--- config.mk ---
export PLATFORM = sky130hd
export DESIGN_NAME = phys_addr_steer
export DESIGN_NICKNAME = d
export VERILOG_FILES = /design/src/rtl/pas_pkg.sv /design/src/rtl/pas_cfg_regs.sv /design/src/rtl/pas_window_route.sv /design/src/rtl/phys_addr_steer.sv
export SDC_FILE = /design/constraint.sdc
export NUM_CORES = 1
export LEC_CHECK = 0
export ABC_AREA = 1
export BUFFER_PORTS_ARGS = -buffer_cell sky130_fd_sc_hd__clkbuf_2
export CELL_PAD_IN_SITES_DETAIL_PLACEMENT = 0
export CELL_PAD_IN_SITES_GLOBAL_PLACEMENT = 1
export CORE_MARGIN = 1.5
export CORE_UTILIZATION = 27
export DETAILED_ROUTE_END_ITERATION = 12
export PLACE_DENSITY = 0.79
export SLEW_MARGIN = 20
export SYNTH_ARGS = -nofsm -noshare
export SYNTH_HDL_FRONTEND = slang
export SYNTH_SLANG_ARGS = --single-unit
export TNS_END_PERCENT = 1
--- constraint.sdc ---
create_clock -name clk -period 1.6 [get_ports clk]
set_input_delay 0.24 -clock clk [delete_from_list [all_inputs] [get_ports clk]]
set_output_delay 0.24 -clock clk [all_outputs]
set_load 0.02 [all_outputs]
--- src/rtl/pas_pkg.sv ---
package pas_pkg;
  parameter int PAS_ADDR_W   = 32;
  parameter int PAS_GRAN_LSB = 20;
  parameter int PAS_FIELD_W  = PAS_ADDR_W - PAS_GRAN_LSB;

  typedef enum logic [1:0] {
    SEL_NONE = 2'b00,
    SEL_M0   = 2'b01,
    SEL_M1   = 2'b10
  } port_sel_e;

  // Half-open window test on the coarse address field.
  function automatic logic in_window(input logic [PAS_FIELD_W-1:0] a,
                                     input logic [PAS_FIELD_W-1:0] lo,
                                     input logic [PAS_FIELD_W-1:0] hi);
    return (a >= lo) && (a < hi);
  endfunction

  // Window is non-empty only when the lower bound is below the upper bound.
  function automatic logic window_nonempty(input logic [PAS_FIELD_W-1:0] lo,
                                           input logic [PAS_FIELD_W-1:0] hi);
    return lo < hi;
  endfunction
endpackage

--- src/rtl/pas_cfg_regs.sv ---
module pas_cfg_regs
  import pas_pkg::*;
#(
  parameter int ADDR_W   = PAS_ADDR_W,
  parameter int GRAN_LSB = PAS_GRAN_LSB,
  parameter int REG_AW   = 12,
  parameter logic [REG_AW-1:0] LO_OFS = 12'hC00,
  parameter logic [REG_AW-1:0] HI_OFS = 12'hC04,
  parameter logic [ADDR_W-1:0] LO_RST = 32'h0010_0000,
  parameter logic              EN_RST = 1'b1,
  parameter logic [ADDR_W-1:0] HI_RST = 32'hC000_0000
) (
  input  logic                      clk,
  input  logic                      rst_n,
  input  logic                      wr_en,
  input  logic                      rd_en,
  input  logic [REG_AW-1:0]         ofs,
  input  logic [ADDR_W-1:0]         wdata,
  output logic [ADDR_W-1:0]         rdata,
  output logic [ADDR_W-GRAN_LSB-1:0] lo_field,
  output logic [ADDR_W-GRAN_LSB-1:0] hi_field,
  output logic                      enable,
  output logic                      range_err
);
  localparam int FIELD_W = ADDR_W - GRAN_LSB;

  logic [FIELD_W-1:0] lo_q, hi_q;
  logic               en_q, err_q;

  // Named decode events, used by the assertions below.
  logic lo_hit, hi_hit, lo_stray, hi_stray;
  assign lo_hit   = wr_en && (ofs == LO_OFS);
  assign hi_hit   = wr_en && (ofs == HI_OFS);
  assign lo_stray = |wdata[GRAN_LSB-1:1];
  assign hi_stray = |wdata[GRAN_LSB-1:0];

  always_ff @(posedge clk or negedge rst_n) begin
    if (!rst_n) begin
      lo_q  <= LO_RST[ADDR_W-1:GRAN_LSB];
      en_q  <= EN_RST;
      hi_q  <= HI_RST[ADDR_W-1:GRAN_LSB];
      err_q <= 1'b0;
    end else begin
      if (lo_hit) begin
        lo_q <= wdata[ADDR_W-1:GRAN_LSB];
        en_q <= wdata[0];
      end
      if (hi_hit) hi_q <= wdata[ADDR_W-1:GRAN_LSB];
      err_q <= (lo_hit && lo_stray) || (hi_hit && hi_stray);
    end
  end

  always_comb begin
    rdata = '0;
    if (rd_en) begin
      if (ofs == LO_OFS)      rdata = {lo_q, {(GRAN_LSB-1){1'b0}}, en_q};
      else if (ofs == HI_OFS) rdata = {hi_q, {GRAN_LSB{1'b0}}};
    end
  end

  assign lo_field  = lo_q;
  assign hi_field  = hi_q;
  assign enable    = en_q;
  assign range_err = err_q;

  // a stray-bit bound write raises the flag on the next cycle
  a_r8_flag_raised: assert property (@(posedge clk) disable iff (!rst_n)
    ((lo_hit && lo_stray) || (hi_hit && hi_stray)) |=> range_err);
  // no write, no flag
  a_r8_flag_quiet: assert property (@(posedge clk) disable iff (!rst_n)
    !wr_en |=> !range_err);
  // bounds only change when their own offset is written
  a_r9_lo_hold: assert property (@(posedge clk) disable iff (!rst_n)
    !lo_hit |=> ($stable(lo_field) && $stable(enable)));
  a_r9_hi_hold: assert property (@(posedge clk) disable iff (!rst_n)
    !hi_hit |=> $stable(hi_field));
endmodule

--- src/rtl/pas_window_route.sv ---
module pas_window_route
  import pas_pkg::*;
#(
  parameter int ADDR_W   = PAS_ADDR_W,
  parameter int GRAN_LSB = PAS_GRAN_LSB
) (
  input  logic                       clk,
  input  logic                       rst_n,
  input  logic                       req_valid,
  input  logic [ADDR_W-1:0]          req_addr,
  input  logic [ADDR_W-GRAN_LSB-1:0] lo_field,
  input  logic [ADDR_W-GRAN_LSB-1:0] hi_field,
  input  logic                       enable,
  output logic [1:0]                 port_sel,
  output logic                       win_open
);
  localparam int FIELD_W = ADDR_W - GRAN_LSB;

  logic [FIELD_W-1:0] addr_field;
  logic               hit;

  assign addr_field = req_addr[ADDR_W-1:GRAN_LSB];
  assign win_open   = window_nonempty(lo_field, hi_field);
  assign hit        = enable && in_window(addr_field, lo_field, hi_field);

  always_comb begin
    if (!req_valid) port_sel = SEL_NONE;
    else if (hit)   port_sel = SEL_M1;
    else            port_sel = SEL_M0;
  end

  // exactly one port per valid request, none otherwise
  a_r7_onehot: assert property (@(posedge clk) disable iff (!rst_n)
    req_valid |-> ($countones(port_sel) == 1));
  a_r7_idle: assert property (@(posedge clk) disable iff (!rst_n)
    !req_valid |-> (port_sel == 2'b00));
  // a disabled filter never selects M1
  a_r5_off_m0: assert property (@(posedge clk) disable iff (!rst_n)
    !enable |-> !port_sel[1]);
  // an empty window never selects M1
  a_r6_empty_m0: assert property (@(posedge clk) disable iff (!rst_n)
    !win_open |-> !port_sel[1]);
endmodule

--- src/rtl/phys_addr_steer.sv ---
module phys_addr_steer
  import pas_pkg::*;
#(
  parameter int ADDR_W   = PAS_ADDR_W,
  parameter int GRAN_LSB = PAS_GRAN_LSB,
  parameter int REG_AW   = 12
) (
  input  logic              clk,
  input  logic              rst_n,
  input  logic              cfg_wr_en,
  input  logic              cfg_rd_en,
  input  logic [REG_AW-1:0] cfg_ofs,
  input  logic [ADDR_W-1:0] cfg_wdata,
  output logic [ADDR_W-1:0] cfg_rdata,
  output logic              cfg_range_err,
  output logic              cfg_window_ok,
  input  logic              req_valid,
  input  logic [ADDR_W-1:0] req_addr,
  output logic [1:0]        port_sel,
  output logic [ADDR_W-1:0] out_addr
);
  localparam int FIELD_W = ADDR_W - GRAN_LSB;

  logic [FIELD_W-1:0] lo_field, hi_field;
  logic               enable;

  pas_cfg_regs #(
    .ADDR_W(ADDR_W), .GRAN_LSB(GRAN_LSB), .REG_AW(REG_AW)
  ) regs_i (
    .clk(clk), .rst_n(rst_n),
    .wr_en(cfg_wr_en), .rd_en(cfg_rd_en), .ofs(cfg_ofs),
    .wdata(cfg_wdata), .rdata(cfg_rdata),
    .lo_field(lo_field), .hi_field(hi_field),
    .enable(enable), .range_err(cfg_range_err)
  );

  pas_window_route #(
    .ADDR_W(ADDR_W), .GRAN_LSB(GRAN_LSB)
  ) route_i (
    .clk(clk), .rst_n(rst_n),
    .req_valid(req_valid), .req_addr(req_addr),
    .lo_field(lo_field), .hi_field(hi_field), .enable(enable),
    .port_sel(port_sel), .win_open(cfg_window_ok)
  );

  assign out_addr = req_addr;
endmodule

==> summary.txt <==
Placement
  • Routability congestion estimate: 0.801
  • Final HPWL DP: 5720 um
  • Port Buf Inserts: 89
  • Post-DP Area: 0.00331 mm2

GRT
  • Gr ovfl total: 0
  • Vias in the first global route: 2468
  • Pin count of the biggest net entering global routing: 27
  • Antenna violations before repair: 0
  • First-pass GRT wire length: 11100 um
  • GR Util All Layers: 0.132

Die
  • CORE AREA: 0.00973 mm2
  • Row count: 36
  • Die Wd: 103 um
  • I/O pin count: 149
  • Chip height: 103 um
  • Initial Utilization: 0.277
  • Die Area: 0.0106 mm2

Detailed routing
  • Vias per cell: 4.12
  • DRC viols: 0
  • Final wirelength: 6680 um
  • Total number of vias: 2494
  • Routed Antenna Nets: 0
  • TritonRoute pass-1 iters: 4
  • Initial drt markers: 98
  • Drt wl/cell: 11.0 um

Layout
  • Design area: 0.00356 mm2
  • Inserted Diodes: 0
  • Share of cells above drive strength 1: 0.378
  • Area of the multi-input gates: 0.00159 mm2
  • P&R area growth vs syn: 31.9%
  • Fin nets: 589
  • Filler instances: 1064
  • Seq. cell area: 656 um2

Logic synthesis
  • Post-synthesis simple-gate area fraction: 0.273
  • Synth Area in Compound Gates: 0.0886
  • Ranking of synthesized cells by area: dfrtp_1, ha_1, buf_4
  • Top-count cell post-synth: nand2_1
  • Post-synthesis adder-cell area fraction: 0.158
  • EDFF count, synth: 0
  • Share of flip-flops with an asynchronous set or reset: 1.00
  • Post-Synthesis Cell Area: 0.00270 mm2
  • Commonest cells in the netlist: nand2_1, buf_4, inv_1, ha_1, nand3_1
  • Xor/xnor share of the synthesized area: 0
  • Syn avg cell area: 7.06 um2
  • Post-synthesis register bit count: 26
  • Synth Flop Type: dfrtp_1
  • YS warnings: 0
  • Largest family of logic cells by synthesized area: simple AND/OR/NAND/NOR gates
  • Syn Inst Count: 382
  • Post-synth top area cell: dfrtp_1
  • Mux share of post-synthesis cell area: 0
  • Top-area cell type share of the netlist area: 0.204
  • Synth unique cells: 26
  • Sequential-to-total area share from yosys stat: 0.243

STA
  • RSZ-0062 raised after global routing: yes
  • Setup TNS: -1.62 ns
  • Final period utilization: 1.32
  • # setup viols final: 12
  • Peak Freq: 472 MHz
  • Post-route minimum period: 2.12 ns
  • Worst-margin pin slew: 0.648 ns
  • Final hold violation count: 0
  • Skew final: 0 ns
  • Setup slack after layout: -0.517 ns
  • Relative slew margins: 0.568
  • Pins Over Slew Limit: 0

Critical path
  • WS Path Type: flip-flop to output port
  • CP cell instances: inv_2 > ha_4 > nand2_4 > inv_1 > nand2_1 > nand2_1 > a21oi_1 > nand2_2 > inv_1 > nand2_2 > nor2_4 > buf_8
  • Worst r2r path cells: 3
  • Worst path slowest cell: dfstp_2
  • Critical Path End Type: output port
  • Arrival time worst endpoint: 1.88 ns
  • CP peak stage delay: 0.55 ns
  • Worst setup SP type: flip-flop
  • Worst reg2reg setup slack: 0.66 ns
  • Largest fanout on the critical path: 2
  • Critical Path RT: 1.36 ns

Clock tree
  • Clock Latency Late Sink: 0.27 ns
  • TritonCTS clock tree: done
  • Clk root buf: clkbuf_8
  • H-Tree Level Count: 1
  • Max Root-Sink Buffers: 2
  • Clock transition at path regs: 0.09 ns
  • CTS sink count: 26
  • Num CTS Buffers: 3
  • Setup Buffers After CTS: 0

Run status
  • Outcome: complete, but fails checks
  • Failing checks: negative setup slack

Power
  • P_leak: 1.91 nW
  • Max IR drop VDD: 0.000283 V
  • PwrDens: 433 mW/mm2

Min path
  • Hold Path Class: input port to flip-flop
  • WHS Path Cells: 3

Flow run
  • Max-cap viol count: 0
==> cells by family (layout without fill, tap and decap cells) <==
group / Yosys count / count (layout)
AO/OA/AOI/OAI: 42 / 42
adder cells (fa/ha/maj): 34 / 34
buffers and inverters: 108 / 181
flip-flops: 26 / 26
other: 1 / 19
AND/OR/NAND/NOR: 171 / 171
==> timing repair <==
action | in CTS | in global routing
resized for setup | 18 | 42
hold endpoints to repair | 11 | 0
pin swaps | 3 | 7
setup endpoints to repair | 15 | 16
hold buffers | 1 | 0
==> layout make-up <==
| cell class | count | share of cell area |
|---|---|---|
| sequential | 26 | 0.184 |
| tap | 133 | 0.0468 |
| timing repair buffer | 130 | 0.251 |
| inverter | 47 | 0.0496 |
| multi-input combinational | 266 | 0.448 |
| clock buffer | 3 | 0.0116 |
| clock inverter | 1 | 0.00844 |
==> flip-flops by register name, indices dropped and copies added, names as in the netlist <==
name,count
regs_i.range_err,1
regs_i.lo_field,12
regs_i.enable,1
regs_i.hi_field,12
==> cells in the final DEF (no fill, tap or decap), types with 2 or more instances in the layout <==
cell | Yosys | routed
nand2_1 | 103 | 99
buf_12 | 0 | 4
dfstp_2 | 4 | 4
a21oi_1 | 25 | 12
clkbuf_8 | 0 | 7
nor3_4 | 1 | 2
dfrtp_1 | 22 | 22
nor3_1 | 4 | 4
conb_1 | 1 | 19
buf_4 | 53 | 41
nand3_1 | 30 | 30
buf_6 | 4 | 5
nor2_2 | 1 | 4
o21ai_1 | 4 | 4
ha_1 | 34 | 32
inv_1 | 47 | 44
nor2_1 | 25 | 20
nor2_4 | 0 | 2
nand2_2 | 2 | 5
ha_4 | 0 | 2
o21ai_0 | 5 | 5
o21ai_2 | 7 | 7
clkbuf_2 | 0 | 73
a21oi_2 | 0 | 13
inv_2 | 0 | 3
==> stage by stage <==
step	instances	power, W	worst slack (ns)	hold slack, ns	utilization
global route	606	0.00162	-0.654	0.160	0.366
floorplan	400	0.000969	-0.107	-0.0556	-
global placement	601	0.000990	-0.210	0.300	0.340
CTS	606	0.00155	-0.550	0.159	0.355
finish	606	0.00154	-0.517	0.165	0.366
detailed placement	601	0.000998	-0.240	0.301	0.340
==> final timing paths <==
path                                     startpoint            endpoint
max in group asynchronous                     rst_n  regs_i.lo_field[6]
worst min register to register        regs_i.enable       regs_i.enable
worst min-delay path                   cfg_wdata[0]       regs_i.enable
worst max-delay path            regs_i.hi_field[10]         port_sel[1]
worst max register to register   regs_i.lo_field[0]  regs_i.lo_field[0]
min in group asynchronous                     rst_n  regs_i.hi_field[0]
==> where the power goes <==
| part | internal, W | switching [W] |
|---|---|---|
| Combinational | 0.000130 | 0.000203 |
| Clock | 0.000335 | 0.000209 |
| Sequential | 0.000662 | 0.00000288 |
==> critical path: cells and delay by family, from the launching register on <==
kind / cells / cell delay (ns)
and+or+nand+nor: 6 / 0.40
DFF: 1 / 0.55
adders and majority gates: 1 / 0.24
AOI/OAI and AO/OA: 1 / 0.14
buffers and inverters: 4 / 0.27
==> per-layer routing <==
layer / part of all wire / vias up / track usage
met5: 0 / - / 0
met4: 0.010 / 0 / 0.0353
met3: 0.062 / 8 / 0.0271
met2: 0.47 / 83 / 0.232
met1: 0.45 / 1085 / 0.164
li1: - / 1318 / -
Power figures use the tool's default switching activity.
